--- src/rtl/ptb_pkg.sv ---
`timescale 1ns/1ps
package ptb_pkg;
   localparam int unsigned REG_AW = 3;

   typedef enum logic [REG_AW-1:0] {
      RA_DIVSEL = 3'd0,
      RA_STEP   = 3'd1,
      RA_MINPER = 3'd2,
      RA_LOCK   = 3'd3,
      RA_KEY    = 3'd4
   } reg_addr_e;
endpackage

--- src/rtl/ptb_cfg_regs.sv ---
`timescale 1ns/1ps
module ptb_cfg_regs
   import ptb_pkg::*;
#(
   parameter int unsigned DATA_W = 16,
   parameter int unsigned SEL_W  = 2,
   parameter logic [DATA_W-1:0] KEY_A = 16'hA55A,
   parameter logic [DATA_W-1:0] KEY_B = 16'h5AA5
) (
   input  logic              clk,
   input  logic              rst_n,
   input  logic              en,
   input  logic              wr_en,
   input  logic [REG_AW-1:0] wr_addr,
   input  logic [DATA_W-1:0] wr_data,
   output logic [SEL_W-1:0]  div_sel,
   output logic [DATA_W-1:0] step,
   output logic [DATA_W-1:0] minper,
   output logic              locked
);
   logic [SEL_W-1:0]  div_sel_q;
   logic [DATA_W-1:0] step_q, minper_q;
   logic              locked_q, key_a_seen_q, armed_q;

   always_ff @(posedge clk or negedge rst_n) begin
      if (!rst_n) begin
         div_sel_q    <= '0;
         step_q       <= '0;
         minper_q     <= '0;
         locked_q     <= 1'b0;
         key_a_seen_q <= 1'b0;
         armed_q      <= 1'b0;
      end else begin
         key_a_seen_q <= wr_en && (wr_addr == RA_KEY) && (wr_data == KEY_A);
         if (wr_en) begin
            armed_q <= (wr_addr == RA_KEY) && (wr_data == KEY_B) && key_a_seen_q;
            case (wr_addr)
               RA_DIVSEL: if (!locked_q && !en) div_sel_q <= wr_data[SEL_W-1:0];
               RA_STEP:   if (!locked_q) step_q <= wr_data;
               RA_MINPER: if (!locked_q) minper_q <= wr_data;
               RA_LOCK: begin
                  if (wr_data[0])   locked_q <= 1'b1;
                  else if (armed_q) locked_q <= 1'b0;
               end
               default: ;
            endcase
         end
      end
   end

   assign div_sel = div_sel_q;
   assign step    = step_q;
   assign minper  = minper_q;
   assign locked  = locked_q;

   // ratio frozen during a run
   p_divsel_run_r2: assert property (@(posedge clk) disable iff (!rst_n)
      en |=> $stable(div_sel_q));
   // protected settings hold while locked
   p_lock_hold_r6: assert property (@(posedge clk) disable iff (!rst_n)
      locked_q |=> ($stable(step_q) && $stable(minper_q) && $stable(div_sel_q)));
   // lock only drops after an armed key pair
   p_unlock_key_r7: assert property (@(posedge clk) disable iff (!rst_n)
      $fell(locked_q) |-> $past(armed_q));
endmodule

--- src/rtl/ptb_pow2_div.sv ---
`timescale 1ns/1ps
module ptb_pow2_div #(
   parameter int unsigned SEL_W = 2
) (
   input  logic             clk,
   input  logic             rst_n,
   input  logic             en,
   input  logic [SEL_W-1:0] sel,
   output logic             tick
);
   localparam int unsigned NUM_RATIO = 2 ** SEL_W;
   localparam int unsigned CNT_W     = NUM_RATIO;

   if (SEL_W < 1 || SEL_W > 4) begin : g_bad_sel
      $error("ptb_pow2_div: SEL_W must lie in 1..4");
   end

   logic [CNT_W-1:0] term_tbl [NUM_RATIO];
   for (genvar i = 0; i < NUM_RATIO; i++) begin : g_term
      localparam logic [CNT_W:0] TV = ({{CNT_W{1'b0}}, 1'b1} << (i + 1)) - 1'b1;
      assign term_tbl[i] = TV[CNT_W-1:0];
   end

   logic [CNT_W-1:0] cnt_q;
   logic [CNT_W-1:0] term;
   assign term = term_tbl[sel];

   always_ff @(posedge clk or negedge rst_n) begin
      if (!rst_n)            cnt_q <= '0;
      else if (!en)          cnt_q <= '0;
      else if (cnt_q >= term) cnt_q <= '0;
      else                   cnt_q <= cnt_q + 1'b1;
   end

   assign tick = en && (cnt_q == term);

   // ratio is at least two, so ticks never repeat back to back
   p_tick_gap_r1: assert property (@(posedge clk) disable iff (!rst_n)
      (tick && en) |=> !(tick && $past(sel) == sel && en && $past(en)));
   // counter parks at zero while idle
   p_cnt_idle_r5: assert property (@(posedge clk) disable iff (!rst_n)
      !en |=> (cnt_q == '0));
endmodule

--- src/rtl/ptb_frac_scaler.sv ---
`timescale 1ns/1ps
module ptb_frac_scaler #(
   parameter int unsigned DATA_W    = 16,
   parameter bit          CARRY_REM = 1'b1
) (
   input  logic              clk,
   input  logic              rst_n,
   input  logic              en,
   input  logic [DATA_W-1:0] step,
   input  logic [DATA_W-1:0] minper,
   output logic              tick
);
   localparam int unsigned ACC_W = DATA_W + 1;

   logic [ACC_W-1:0] acc_q, sum, diff, rem, thr;
   logic             over, tick_q;

   assign thr  = {1'b0, minper};
   assign sum  = acc_q + {1'b0, step};
   assign over = sum > thr;
   assign diff = sum - thr;

   if (CARRY_REM) begin : g_carry
      assign rem = (diff > thr) ? thr : diff;
   end else begin : g_drop
      assign rem = '0;
   end

   always_ff @(posedge clk or negedge rst_n) begin
      if (!rst_n) begin
         acc_q  <= '0;
         tick_q <= 1'b0;
      end else if (!en) begin
         acc_q  <= '0;
         tick_q <= 1'b0;
      end else begin
         tick_q <= over;
         acc_q  <= over ? rem : sum;
      end
   end

   assign tick = tick_q;

   // after a pulse the kept remainder never exceeds the threshold
   p_rem_bound_r3: assert property (@(posedge clk) disable iff (!rst_n)
      tick_q |-> (acc_q <= {1'b0, $past(minper)}));
   // idle clears pulse and accumulator
   p_idle_clear_r5: assert property (@(posedge clk) disable iff (!rst_n)
      !en |=> (!tick_q && acc_q == '0));
endmodule

--- src/rtl/pwm_timebase_gen.sv ---
`timescale 1ns/1ps
module pwm_timebase_gen
   import ptb_pkg::*;
#(
   parameter int unsigned DATA_W    = 16,
   parameter int unsigned SEL_W     = 2,
   parameter logic [DATA_W-1:0] KEY_A = 16'hA55A,
   parameter logic [DATA_W-1:0] KEY_B = 16'h5AA5,
   parameter bit          CARRY_REM = 1'b1
) (
   input  logic              clk,
   input  logic              rst_n,
   input  logic              enable,
   input  logic              wr_en,
   input  logic [REG_AW-1:0] wr_addr,
   input  logic [DATA_W-1:0] wr_data,
   output logic              div_tick_o,
   output logic              scale_tick_o,
   output logic              locked_o
);
   if (DATA_W < 4 || DATA_W > 32 || SEL_W >= DATA_W) begin : g_bad_w
      $error("pwm_timebase_gen: DATA_W must be 4..32 and wider than SEL_W");
   end

   logic [SEL_W-1:0]  div_sel;
   logic [DATA_W-1:0] step, minper;

   ptb_cfg_regs #(
      .DATA_W (DATA_W),
      .SEL_W  (SEL_W),
      .KEY_A  (KEY_A),
      .KEY_B  (KEY_B)
   ) i_regs (
      .clk     (clk),
      .rst_n   (rst_n),
      .en      (enable),
      .wr_en   (wr_en),
      .wr_addr (wr_addr),
      .wr_data (wr_data),
      .div_sel (div_sel),
      .step    (step),
      .minper  (minper),
      .locked  (locked_o)
   );

   ptb_pow2_div #(
      .SEL_W (SEL_W)
   ) i_div (
      .clk   (clk),
      .rst_n (rst_n),
      .en    (enable),
      .sel   (div_sel),
      .tick  (div_tick_o)
   );

   ptb_frac_scaler #(
      .DATA_W    (DATA_W),
      .CARRY_REM (CARRY_REM)
   ) i_scale (
      .clk    (clk),
      .rst_n  (rst_n),
      .en     (enable),
      .step   (step),
      .minper (minper),
      .tick   (scale_tick_o)
   );

   // nothing ticks while idle
   p_idle_quiet_r8: assert property (@(posedge clk) disable iff (!rst_n)
      !enable |=> !scale_tick_o);
endmodule

--- config.mk ---
export PLATFORM = sky130hd
export DESIGN_NAME = pwm_timebase_gen
export DESIGN_NICKNAME = d
export VERILOG_FILES = /design/src/rtl/ptb_pkg.sv /design/src/rtl/ptb_cfg_regs.sv /design/src/rtl/ptb_pow2_div.sv /design/src/rtl/ptb_frac_scaler.sv /design/src/rtl/pwm_timebase_gen.sv
export SDC_FILE = /design/constraint.sdc
export NUM_CORES = 1
export LEC_CHECK = 0
export BUFFER_PORTS_ARGS = -buffer_cell sky130_fd_sc_hd__buf_2
export CAP_MARGIN = 20
export CORE_MARGIN = 4
export CORE_UTILIZATION = 32
export CTS_BUF_LIST = sky130_fd_sc_hd__clkbuf_8
export DETAILED_ROUTE_END_ITERATION = 10
export SKIP_CTS_REPAIR_TIMING = 1
export SYNTH_ARGS = -nofsm -noshare
export SYNTH_HDL_FRONTEND = slang
export SYNTH_HIERARCHICAL = 1
export SYNTH_SLANG_ARGS = --single-unit
--- constraint.sdc ---
create_clock -name clk -period 10 [get_ports clk]
set_clock_uncertainty 0.1 [all_clocks]
set_input_delay 2.5 -clock clk [delete_from_list [all_inputs] [get_ports clk]]
set_output_delay 2.5 -clock clk [all_outputs]
set_load 0.01 [all_outputs]
Yosys cells after proc, flatten, opt, wreduce, memory -nomap -nowiden
Cells that the tools add are included.
{ "totals": {"register_bits": 59, "latchBits": 0, "mem_bits_rw": 0, "mem_bits_ro": 0, "in_bits": 23, "output_inout_bits": 3, "word_cells": 50, "n_memories": 0} }
{ "classes": {"n_addsub": 3, "multipliers": 0, "div_mod_pow": 0, "order_cmp": 4, "eq_ne": 7, "shifts": 0, "mux": 11, "bitwise": 2, "reduce_logical": 14} }
{ "ops": {"columns": ["operator", "count"], "rows": [
  ["17-bit 2-to-1 mux", 3],
  ["17-bit by 16-bit greater-than comparator with 1-bit output", 2],
  ["17-bit by 16-bit adder with 17-bit output", 1],
  ["17-bit by 16-bit subtractor with 17-bit output", 1],
  ["16-bit by 15-bit == test with 1-bit output (second input constant)", 1],
  ["16-bit == test (second input constant)", 1],
  ["4-bit 2-to-1 mux", 4],
  ["3-bit AND reduction", 4],
  ["4-bit binary-select mux with 2-bit select", 1],
  ["3-bit by 2-bit == test with 1-bit output (second input constant)", 2],
  ["1-bit logical AND", 6],
  ["4-bit by 1-bit adder with 4-bit output (second input constant)", 1],
  ["4-bit == test", 1],
  ["4-bit >= comparator", 1],
  ["3-bit by 1-bit == test with 1-bit output (second input constant)", 1],
  ["3-bit == test (second input constant)", 1],
  ["3-bit >= comparator (second input constant)", 1],
  ["3-bit zero test", 1],
  ["1-bit 2-to-1 mux", 3],
  ["2-bit NOT with 3-bit output", 1],
  ["1-bit zero test", 2],
  ["2-bit nonzero test", 1],
  ["1-bit NOT", 1]
]} }

Longest topological paths before layout
Gate-level depths: netlist of run 1.
{ "logic_depth": {"word_depth": 7, "depth_mapped": 25, "ltp_nobuf": 24} }

By module
Netlist of run 1, hierarchy kept.
{ "by_module_without_submodules": {"columns": ["mod", "n_inst", "cells_per_inst", "area_per_inst_um2"], "rows": [
  ["ptb_frac_scaler", 1, 354, 2862.7],
  ["ptb_cfg_regs", 1, 98, 1617.8],
  ["ptb_pow2_div", 1, 27, 250.2]
]} }

Worst setup path after synthesis of run 1
OpenSTA, ideal clock, no wires.
{ "synth_path": {"path_kind": "input to output", "from": "in enable", "to": "out div_tick_o", "arrival_ns": 2.725, "t_required_ns": 7.400, "setup_slack_ns": 4.675, "path_stages": 2, "n_path_buf": 0, "cell_sequence": "nand3_1 nor2_1"} }
{ "synth_between": {"elab_chain_len": 1} }
{ "synth_rtl": {"columns": ["item", "line", "rtl"], "rows": [
  ["start, declared", "pwm_timebase_gen.sv:13", "input logic enable,"],
  ["1-bit logical AND", "ptb_pow2_div.sv:35", "assign tick = en && (cnt_q == term);"],
  ["end, declared", "pwm_timebase_gen.sv:17", "output logic div_tick_o,"]
]} }
Every way passes these cells.

Final worst setup path of run 1
{ "layout_path": {"from": "reg i_regs.step_q[0], in the netlist i_regs/step[0]", "to": "reg i_scale.acc_q[15]"} }
{ "layout_between": {"elab_chain_len": 6, "word_cells_on_any_way": 7, "classes_between": "2 x add/sub; 2 x order compare; 3 x mux"} }
{ "layout_rtl": {"columns": ["item", "line", "rtl"], "rows": [
  ["start, declared", "ptb_cfg_regs.sv:22", "logic [DATA_W-1:0] step_q, minper_q;"],
  ["start signal, assigned", "ptb_cfg_regs.sv:39", "RA_STEP: if (!locked_q) step_q <= wr_data;"],
  ["17-bit by 16-bit adder with 17-bit output *", "ptb_frac_scaler.sv:19", "assign sum = acc_q + {1'b0, step};"],
  ["17-bit by 16-bit subtractor with 17-bit output", "ptb_frac_scaler.sv:21", "assign diff = sum - thr;"],
  ["17-bit by 16-bit greater-than comparator with 1-bit output", "ptb_frac_scaler.sv:24", "assign rem = (diff > thr) ? thr : diff;"],
  ["17-bit 2-to-1 mux", "ptb_frac_scaler.sv:24", null],
  ["17-bit 2-to-1 mux *", "ptb_frac_scaler.sv:38", "acc_q <= over ? rem : sum;"],
  ["17-bit 2-to-1 mux *", "ptb_frac_scaler.sv:33", "end else if (!en) begin"],
  ["end signal, assigned", "ptb_frac_scaler.sv:38", null],
  ["end, declared", "ptb_frac_scaler.sv:15", "logic [ACC_W-1:0] acc_q, sum, diff, rem, thr;"]
]} }
Every way passes the cells marked *; elsewhere a longest branch is shown, timed or not.
A chain may end at the register's enable or synchronous reset.

==> summary.txt, run 1 <==
# IOs: 26
final-report hold violation count: 0
Yosys reg bits: 59
cts bufs inserted: 9
GR Util met1: 17.7%
Diodes inserted: 0
Clock Tree Root: clkbuf_8
period utilization: 61.1%
# placed instances: 682
GRT overflow: 0
required time worst endpoint: 10,120 ps
largest net degree at the start of global routing: 44
Setup crit end kind: flop
post-layout util: 36.2%
Max H-tree Level: 3
Crit Path Category: reg -> reg
Routed WL: 10,700 um
M2 GR Usage: 22.1%
Slew @ Worst Pin: 748 ps
drt pass-1 iters: 4
first-pass GRT wire length: 17,900 um
initial antenna violation count: 0
Mapped Area: 4730 um^2
port bufs: 25
die area: 16,800 um^2
syn nets: 556
relative slew slack: 49.0%
ys flop type: dfrtp_1
share of cells above drive strength 1: 18.1%
area occupied by registers: 1480 um^2
via count: 3,618
busiest grt layer: met2
die width: 130 um
Worst Path Max Fanout: 16
crit path DAT: 6230 ps
Slew Limit Fails: 0
hpwl dp: 8690 um
Fillers: 1,480
clk_lat worst skew: 330 ps
drt via density: 5.18
setup TNS: 0 ps
Synth Area per Inst: 9.88 um^2
min-delay worst type: reg -> reg
Avg WL per Cell: 15.4 um
Max Freq: 164 MHz
GP Congestion: 0.887
gate count after technology mapping: 479
die outline height: 130 um
Final ANT Viol Nets: 0
fin nets: 586
DRT iter0 DRCs: 239
Netlist cell types: 59
Global Route Usage Sum: 13.3%
Starting Density: 32.5%
Seq/Total Area, Yosys: 31.2%
clk sinks: 59
RSZ-0062 raised after global routing: no
area of the multi-input gates: 3070 um^2
number of synthesized flops with an enable pin: 0
vias in the first global route: 3,593
Max Root-Sink Buffers: 2
Period minus WS final: 6110 ps
CORE AREA: 14,500 um^2
CTS tree: done
detailed-route DRC error count: 0
hold_ws: 424 ps
Ys Warns: 6
Max Cap Violations: 0
status: finished, final reports clean
Clock transition at path regs: 60 ps
Critical Path Start Type: flop
Final Non-Filler Cells: 698
Rows: 44
share of synthesized registers carrying an async set or reset: 100%
final setup violation count: 0
area grow syn2layout: 11.3%
met3 Resource Use GR: 2.64%
## flip-flops by register name, summed over array words and instances, names as in the netlist
name,count
i_scale/tick,1
i_regs/locked,1
i_regs/div_sel,2
i_scale/acc_q,17
i_regs/key_a_seen_q,1
i_regs/minper,16
i_regs/armed_q,1
i_div/cnt_q,4
i_regs/step,16
## worst max-delay path: stages (launching register included)
cell and delay, ps:
dfrtp_1 350, ha_1 170, inv_1 60, fa_1 400
nand2b_1 180, a21oi_1 280, and2b_2 280, o21ai_0 180
xor2_1 210, ha_1 320, o211ai_1 140, nor3_1 80
o21a_1 130, or3_1 430, a2111o_1 380, o311ai_0 160
ha_1 340, nand2_1 70, or4_1 120, o21ai_0 70
a211oi_1 240, nor2_1 120, mux2i_4 620, mux2_4 350
a22o_1 200
## layer usage
layer,part of all wire [%],routed length (um)
met3,3.3,352
met4,1.6,172
met1,47,5050
met5,0,0
met2,48,5170
## per-stage QoR
stage	cell area [um^2]	worst slack, ps
after floorplan	4730	4680
after global placement	5050	4150
after detailed placement	5050	3960
after CTS	5270	3910
after global routing	5270	3390
final	5270	3890
## Yosys cell counts (4+ instances only)
library cell | number | area share, %
dfrtp_1 | 59 | 31
ha_1 | 52 | 14
a21oi_1 | 39 | 4.1
inv_1 | 36 | 2.9
o21ai_0 | 30 | 3.2
nand2_1 | 28 | 2.2
nor2_1 | 28 | 2.2
mux2_4 | 21 | 6.7
xnor2_1 | 19 | 3.5
mux2_2 | 16 | 3.8
mux2i_1 | 16 | 3.4
nand3_1 | 12 | 1.3
nor3_1 | 11 | 1.2
xor2_1 | 8 | 1.5
a21o_1 | 7 | 1.1
nand4_1 | 7 | 0.93
nor4bb_1 | 7 | 1.5
a211oi_1 | 6 | 0.95
nand2b_1 | 6 | 0.79
clkbuf_1 | 5 | 0.40
and2_1 | 4 | 0.53
nor2b_1 | 4 | 0.53
o211ai_1 | 4 | 0.63
## cells by family (layout without fill, tap and decap cells)
family / Yosys count / after routing / share of synthesized area [%]
compound gates: 114 / 114 / 15.8
flops: 59 / 59 / 31.2
fa+ha+maj: 54 / 54 / 14.6
simple gates: 126 / 126 / 15.0
buf+inv: 44 / 79 / 4.05
other cells: 1 / 1 / 0.0793
xor+xnor: 27 / 27 / 5.00
mux: 54 / 54 / 14.3
## cells in the final DEF, fill, tap and decap left out, types with 7 or more instances in the layout
cell       n
dfrtp_1   59
ha_1      52
a21oi_1   39
inv_1     36
o21ai_0   30
nand2_1   28
nor2_1    28
buf_2     25
mux2_4    21
xnor2_1   19
mux2_2    16
mux2i_1   16
nand3_1   12
nor3_1    11
clkbuf_8   9
xor2_1     8
nor4bb_1   7
nand4_1    7
a21o_1     7
## path summary, 6_finish.rpt
kind,startpoint,endpoint,slack (ps),cells past startpoint
worst min register to register,i_regs/step[0],i_regs/step[0],420,1
worst min-delay path,i_regs/step[0],i_regs/step[0],420,1
max in group asynchronous,rst_n,i_div/cnt_q[1],6950,2
min in group asynchronous,rst_n,i_scale/acc_q[12],1970,1
worst max-delay path,i_regs/step[0],i_scale/acc_q[15],3890,24
worst max register to register,i_regs/step[0],i_scale/acc_q[15],3890,24
## layout make-up
class                           count  share of cell area, %
Inverter                           36                   2.57
Timing Repair Buffer               27                   2.66
Clock inverter                      7                   1.76
Sequential cell                    59                   28.0
Clock buffer                        9                   2.35
Tap cell                          184                   4.37
Multi-Input combinational cell    376                   58.2
Power of run 1 is not shown: default switching activity piles up to over one toggle a cycle in this logic, so the estimate is an artifact.
==> run 2: changes to the inputs <==
Clock period 10 ns to 5.8 ns, I/O delays scaled along.
==> summary.txt, run 2 (synthesis gave the netlist of run 1 again) <==
relative slew slack: 51.8% (+2.8 points)
Slew Limit Fails: 0 (unchanged)
Starting Density: 32.5% (unchanged)
Routed WL: 11,100 um (+3.3%)
GRT overflow: 0 (unchanged)
min-delay worst type: reg -> reg
period utilization: 95.2% (+34 points)
DRT iter0 DRCs: 157 (-34%)
Largest register FFs: 17 (unchanged)
status: finished, final reports clean
cts bufs inserted: 9 (unchanged)
area of the multi-input gates: 3150 um^2 (+2.7%)
fin nets: 591 (+0.85%)
setup TNS: 0 ps (unchanged)
hpwl dp: 8610 um (-0.98%)
# IOs: 26 (unchanged)
Worst Path Max Fanout: 6 (-10)
via count: 3,652 (+0.94%)
Final Worst Setup Slack: 276 ps (-3610 ps)
first-pass GRT wire length: 17,900 um (+0.20%)
area occupied by registers: 1480 um^2 (unchanged)
most frequent cells in the layout: 59 x dfrtp_1, 49 x ha_1, 38 x a21oi_1
CORE AREA: 14,500 um^2 (unchanged)
clk_lat worst skew: 350 ps (+20 ps)
Clock Tree Root: clkbuf_8
Crit Path Category: reg -> reg
Max Root-Sink Buffers: 2 (unchanged)
Max Cap Violations: 0 (unchanged)
Critical Path Start Type: flop
area grow syn2layout: 13.8%
final setup violation count: 0 (unchanged)
largest register by flop count: i_scale/acc_q
die outline height: 130 um (unchanged)
post-layout util: 37.0% (+0.81 points)
Avg WL per Cell: 15.8 um (+2.5%)
pre-CTS setup slack: 14.8 ps (-3940 ps)
M2 GR Usage: 22.0% (-0.061 points)
detailed-route DRC error count: 0 (unchanged)
vias in the first global route: 3,588 (-0.14%)
GP Congestion: 0.888 (about the same)
Setup crit end kind: flop
critical-path cell list: ha_1 -> inv_1 -> fa_2 -> nand2b_4 -> a21oi_2 -> buf_4 -> o2111a_2 -> o311a_4 -> nor2_1 -> xnor2_1 -> ha_1 -> nor2_1 -> mux2_2 -> a311oi_2 -> o311ai_2 -> ha_1 -> nand2_1 -> or4_1 -> o21ai_1 -> a211oi_1 -> nor2b_1 -> mux2i_4 -> mux2_4 -> a22o_1
cell mode on critical path: ha_1
drt pass-1 iters: 4 (unchanged)
final-report hold violation count: 0 (unchanged)
required time worst endpoint: 5930 ps (-4190 ps)
busiest grt layer: met2
port bufs: 25 (unchanged)
Diodes inserted: 0 (unchanged)
clk sinks: 59 (unchanged)
CTS tree: done
Clock transition at path regs: 70 ps (about the same)
largest net degree at the start of global routing: 55 (+25%)
die width: 130 um (unchanged)
die area: 16,800 um^2 (unchanged)
Final ANT Viol Nets: 0 (unchanged)
CP max stage cell: or4_1
Global Route Usage Sum: 13.5% (+0.21 points)
initial antenna violation count: 0 (unchanged)
drt via density: 5.19 (+0.22%)
Period minus WS final: 5520 ps (-585 ps)
most common cell after layout, fill and taps aside: dfrtp_1
crit path DAT: 5650 ps (-580 ps)
Max Freq: 181 MHz (+11%)
met3 Resource Use GR: 3.09% (+0.45 points)
share of cells above drive strength 1: 21.4% (+3.3 points)
GR Util met1: 18.1% (+0.30 points)
Fillers: 1,475 (-0.34%)
Slew @ Worst Pin: 723 ps (-25.3 ps)
Max H-tree Level: 3 (unchanged)
Rows: 44 (unchanged)
largest stage delay on the critical path: 510 ps (-110 ps)
-- run 2: cell types whose count changed in the layout (fill, tap and decap cells not counted), moves of 2 or more --
cell,before,now
ha_1,52,49
ha_4,0,2
clkinvlp_4,0,2
o21ai_0,30,28
buf_4,2,6
clkinv_4,2,0
o21ai_1,0,2
-- run 2: final timing paths --
path,start,to,slack [ps],cells past startpoint
worst max-delay path,i_regs/step[0],i_scale/acc_q[15],280,24
worst min-delay path,i_regs/step[0],i_regs/step[0],430,1
worst max register to register,i_regs/step[0],i_scale/acc_q[15],280,24
worst min register to register,i_regs/step[0],i_regs/step[0],430,1
max in group asynchronous,rst_n,i_scale/acc_q[6],3880,2
min in group asynchronous,rst_n,i_scale/tick,810,1
-- run 2: layer usage --
metal  vias to the layer above  part of all wire (%)  routed length [um]
li1                       1812                     -                   -
met1                      1782                    47                5250
met2                        48                    49                5390
met3                        10                   2.8                 314
met4                         0                   1.2                 133
met5                         -                     0                   0
-- run 2: critical path, delay by kind of cell, from the launching register on --
family / cells / cell delay [ps]
AOI/OAI and AO/OA: 8 / 1600
adders and majority gates: 4 / 1160
and+or+nand+nor: 6 / 1120
muxes: 3 / 720
DFF: 1 / 380
buffers and inverters: 2 / 210
xor gates and xnor gates: 1 / 110
-- run 2: layout make-up --
| class | instances | area share, % |
|---|---|---|
| Multi-Input combinational cell | 376 | 58.5 |
| Sequential cell | 59 | 27.4 |
| Tap cell | 184 | 4.28 |
| Timing Repair Buffer | 32 | 3.53 |
| Clock buffer | 10 | 2.56 |
| Inverter | 36 | 2.51 |
| Clock inverter | 6 | 1.19 |
-- run 2: metrics by stage --
step,hold WS [ps],instance area [um^2],instances
after detailed placement,409,5070,685
after global routing,448,5380,703
after floorplan,384,4730,479
after global placement,397,5070,685
after CTS,430,5270,701
final,427,5380,703
Power of run 2 is left out for the same reason.
==> run 3: changes to the inputs <==
Settings changed: CORE_MARGIN 4 to 3, GPL_TIMING_DRIVEN set to 0.
==> summary.txt, run 3 (synthesis gave the netlist of run 1 again) <==
status: finished, final reports clean
area grow syn2layout: 15.3%
port bufs: 25 (unchanged)
Final ANT Viol Nets: 0 (unchanged)
vias in the first global route: 3,707 (+3.3%)
Largest register FFs: 17 (unchanged)
detailed-route DRC error count: 0 (unchanged)
Clock Tree Root: clkbuf_8
area of the multi-input gates: 3170 um^2 (+0.68%)
die outline height: 128 um (-1.5%)
die area: 16,300 um^2 (-3.1%)
fin nets: 598 (+1.2%)
RSZ-0062 raised after global routing: no
Fillers: 1,379 (-6.5%)
Period minus WS final: 5600 ps (+71.1 ps)
required time worst endpoint: 5940 ps (about the same)
post-layout util: 38.5% (+1.5 points)
most common cell after layout, fill and taps aside: dfrtp_1
via count: 3,717 (+1.8%)
Worst Path Max Fanout: 4 (-2)
clk_lat worst skew: 340 ps (about the same)
period utilization: 96.5% (+1.2 points)
Max Root-Sink Buffers: 2 (unchanged)
pre-CTS setup slack: -274 ps (-289 ps)
Setup crit end kind: flop
relative slew slack: 53.0% (+1.2 points)
Global Route Usage Sum: 14.3% (+0.77 points)
share of cells above drive strength 1: 22.2% (+0.86 points)
DRT iter0 DRCs: 195 (+24%)
crit path DAT: 5730 ps (+80 ps)
Routed WL: 11,300 um (+2.2%)
largest net degree at the start of global routing: 32 (-42%)
Max Freq: 179 MHz (-1.3%)
Final Worst Setup Slack: 205 ps (-71.1 ps)
Starting Density: 33.4% (+0.88 points)
Max H-tree Level: 3 (unchanged)
Diodes inserted: 0 (unchanged)
drt via density: 5.26 (+1.3%)
largest register by flop count: i_scale/acc_q
initial antenna violation count: 0 (unchanged)
first-pass GRT wire length: 18,500 um (+3.5%)
drt pass-1 iters: 7 (+3)
Slew @ Worst Pin: 704 ps (-18.6 ps)
Clock transition at path regs: 70 ps (about the same)
Critical Path Start Type: flop
cts bufs inserted: 9 (unchanged)
CTS tree: done
Avg WL per Cell: 16.1 um (+1.7%)
most frequent cells in the layout: 59 x dfrtp_1, 46 x ha_1, 38 x a21oi_1
Max Cap Violations: 0 (unchanged)
setup TNS: 0 ps (unchanged)
min-delay worst type: reg -> reg
final setup violation count: 0 (unchanged)
clk sinks: 59 (unchanged)
hpwl dp: 9090 um (+5.6%)
Slew Limit Fails: 0 (unchanged)
die width: 128 um (-1.5%)
final-report hold violation count: 0 (unchanged)
# IOs: 26 (unchanged)
Rows: 43 (-2.3%)
area occupied by registers: 1480 um^2 (unchanged)
Crit Path Category: reg -> reg
GRT overflow: 0 (unchanged)
CORE AREA: 14,100 um^2 (-2.6%)
worst reg-to-reg setup slack: 200 ps (-70 ps)
GP Congestion: 0.920 (+3.6%)
-- run 3: area by class of cell --
cell class / count / area share, %
plain buffers: 8 / 1.03
clock buffers: 10 / 2.52
clock inverters: 6 / 1.03
inverters: 36 / 2.48
multi-input cells: 376 / 58.1
flip-flops and latches: 59 / 27.1
well taps: 180 / 4.13
repair buffers: 31 / 3.58
-- run 3: path summary, 6_finish.rpt --
kind | from | to | depth (start not counted)
max | i_regs/step[4] | i_scale/acc_q[15] | 23
min | i_regs/step[9] | i_regs/step[9] | 1
max reg2reg | i_regs/step[4] | i_scale/acc_q[15] | 23
min reg2reg | i_regs/step[9] | i_regs/step[9] | 1
max in group asynchronous | rst_n | i_regs/div_sel[1] | 2
min in group asynchronous | rst_n | i_scale/tick | 1
-- run 3: metrics by stage --
step	instances	area (um^2)	hold WS (ps)
final	706	5450	429
after global routing	706	5450	456
after CTS	701	5300	419
after detailed placement	685	5100	405
after global placement	684	5080	405
after floorplan	479	4730	384
-- run 3: routing by layer --
| metal | vias up | GRT usage (%) | share of wire, % |
|---|---|---|---|
| met5 | - | 0 | 0 |
| met1 | 1807 | 19.4 | 47 |
| met2 | 52 | 22.8 | 48 |
| met4 | 0 | 4.12 | 2.1 |
| li1 | 1839 | - | - |
| met3 | 19 | 3.14 | 3.3 |
-- run 3: critical path, stage by stage (launching register included) --
cell	delay (ps)
dfrtp_1	420
ha_4	270
and2_1	190
a221oi_2	280
nand2_1	130
a21o_2	220
a21oi_1	170
xnor2_1	180
ha_1	320
o211ai_1	140
nor3_1	80
o21a_1	140
or3_4	410
a2111o_1	390
o311ai_2	110
ha_1	210
nand2_1	80
or4_4	530
o21ai_1	130
a211oi_1	70
nor2b_1	230
mux2i_4	160
mux2_4	320
a22o_1	200
Power of run 3 is left out for the same reason.
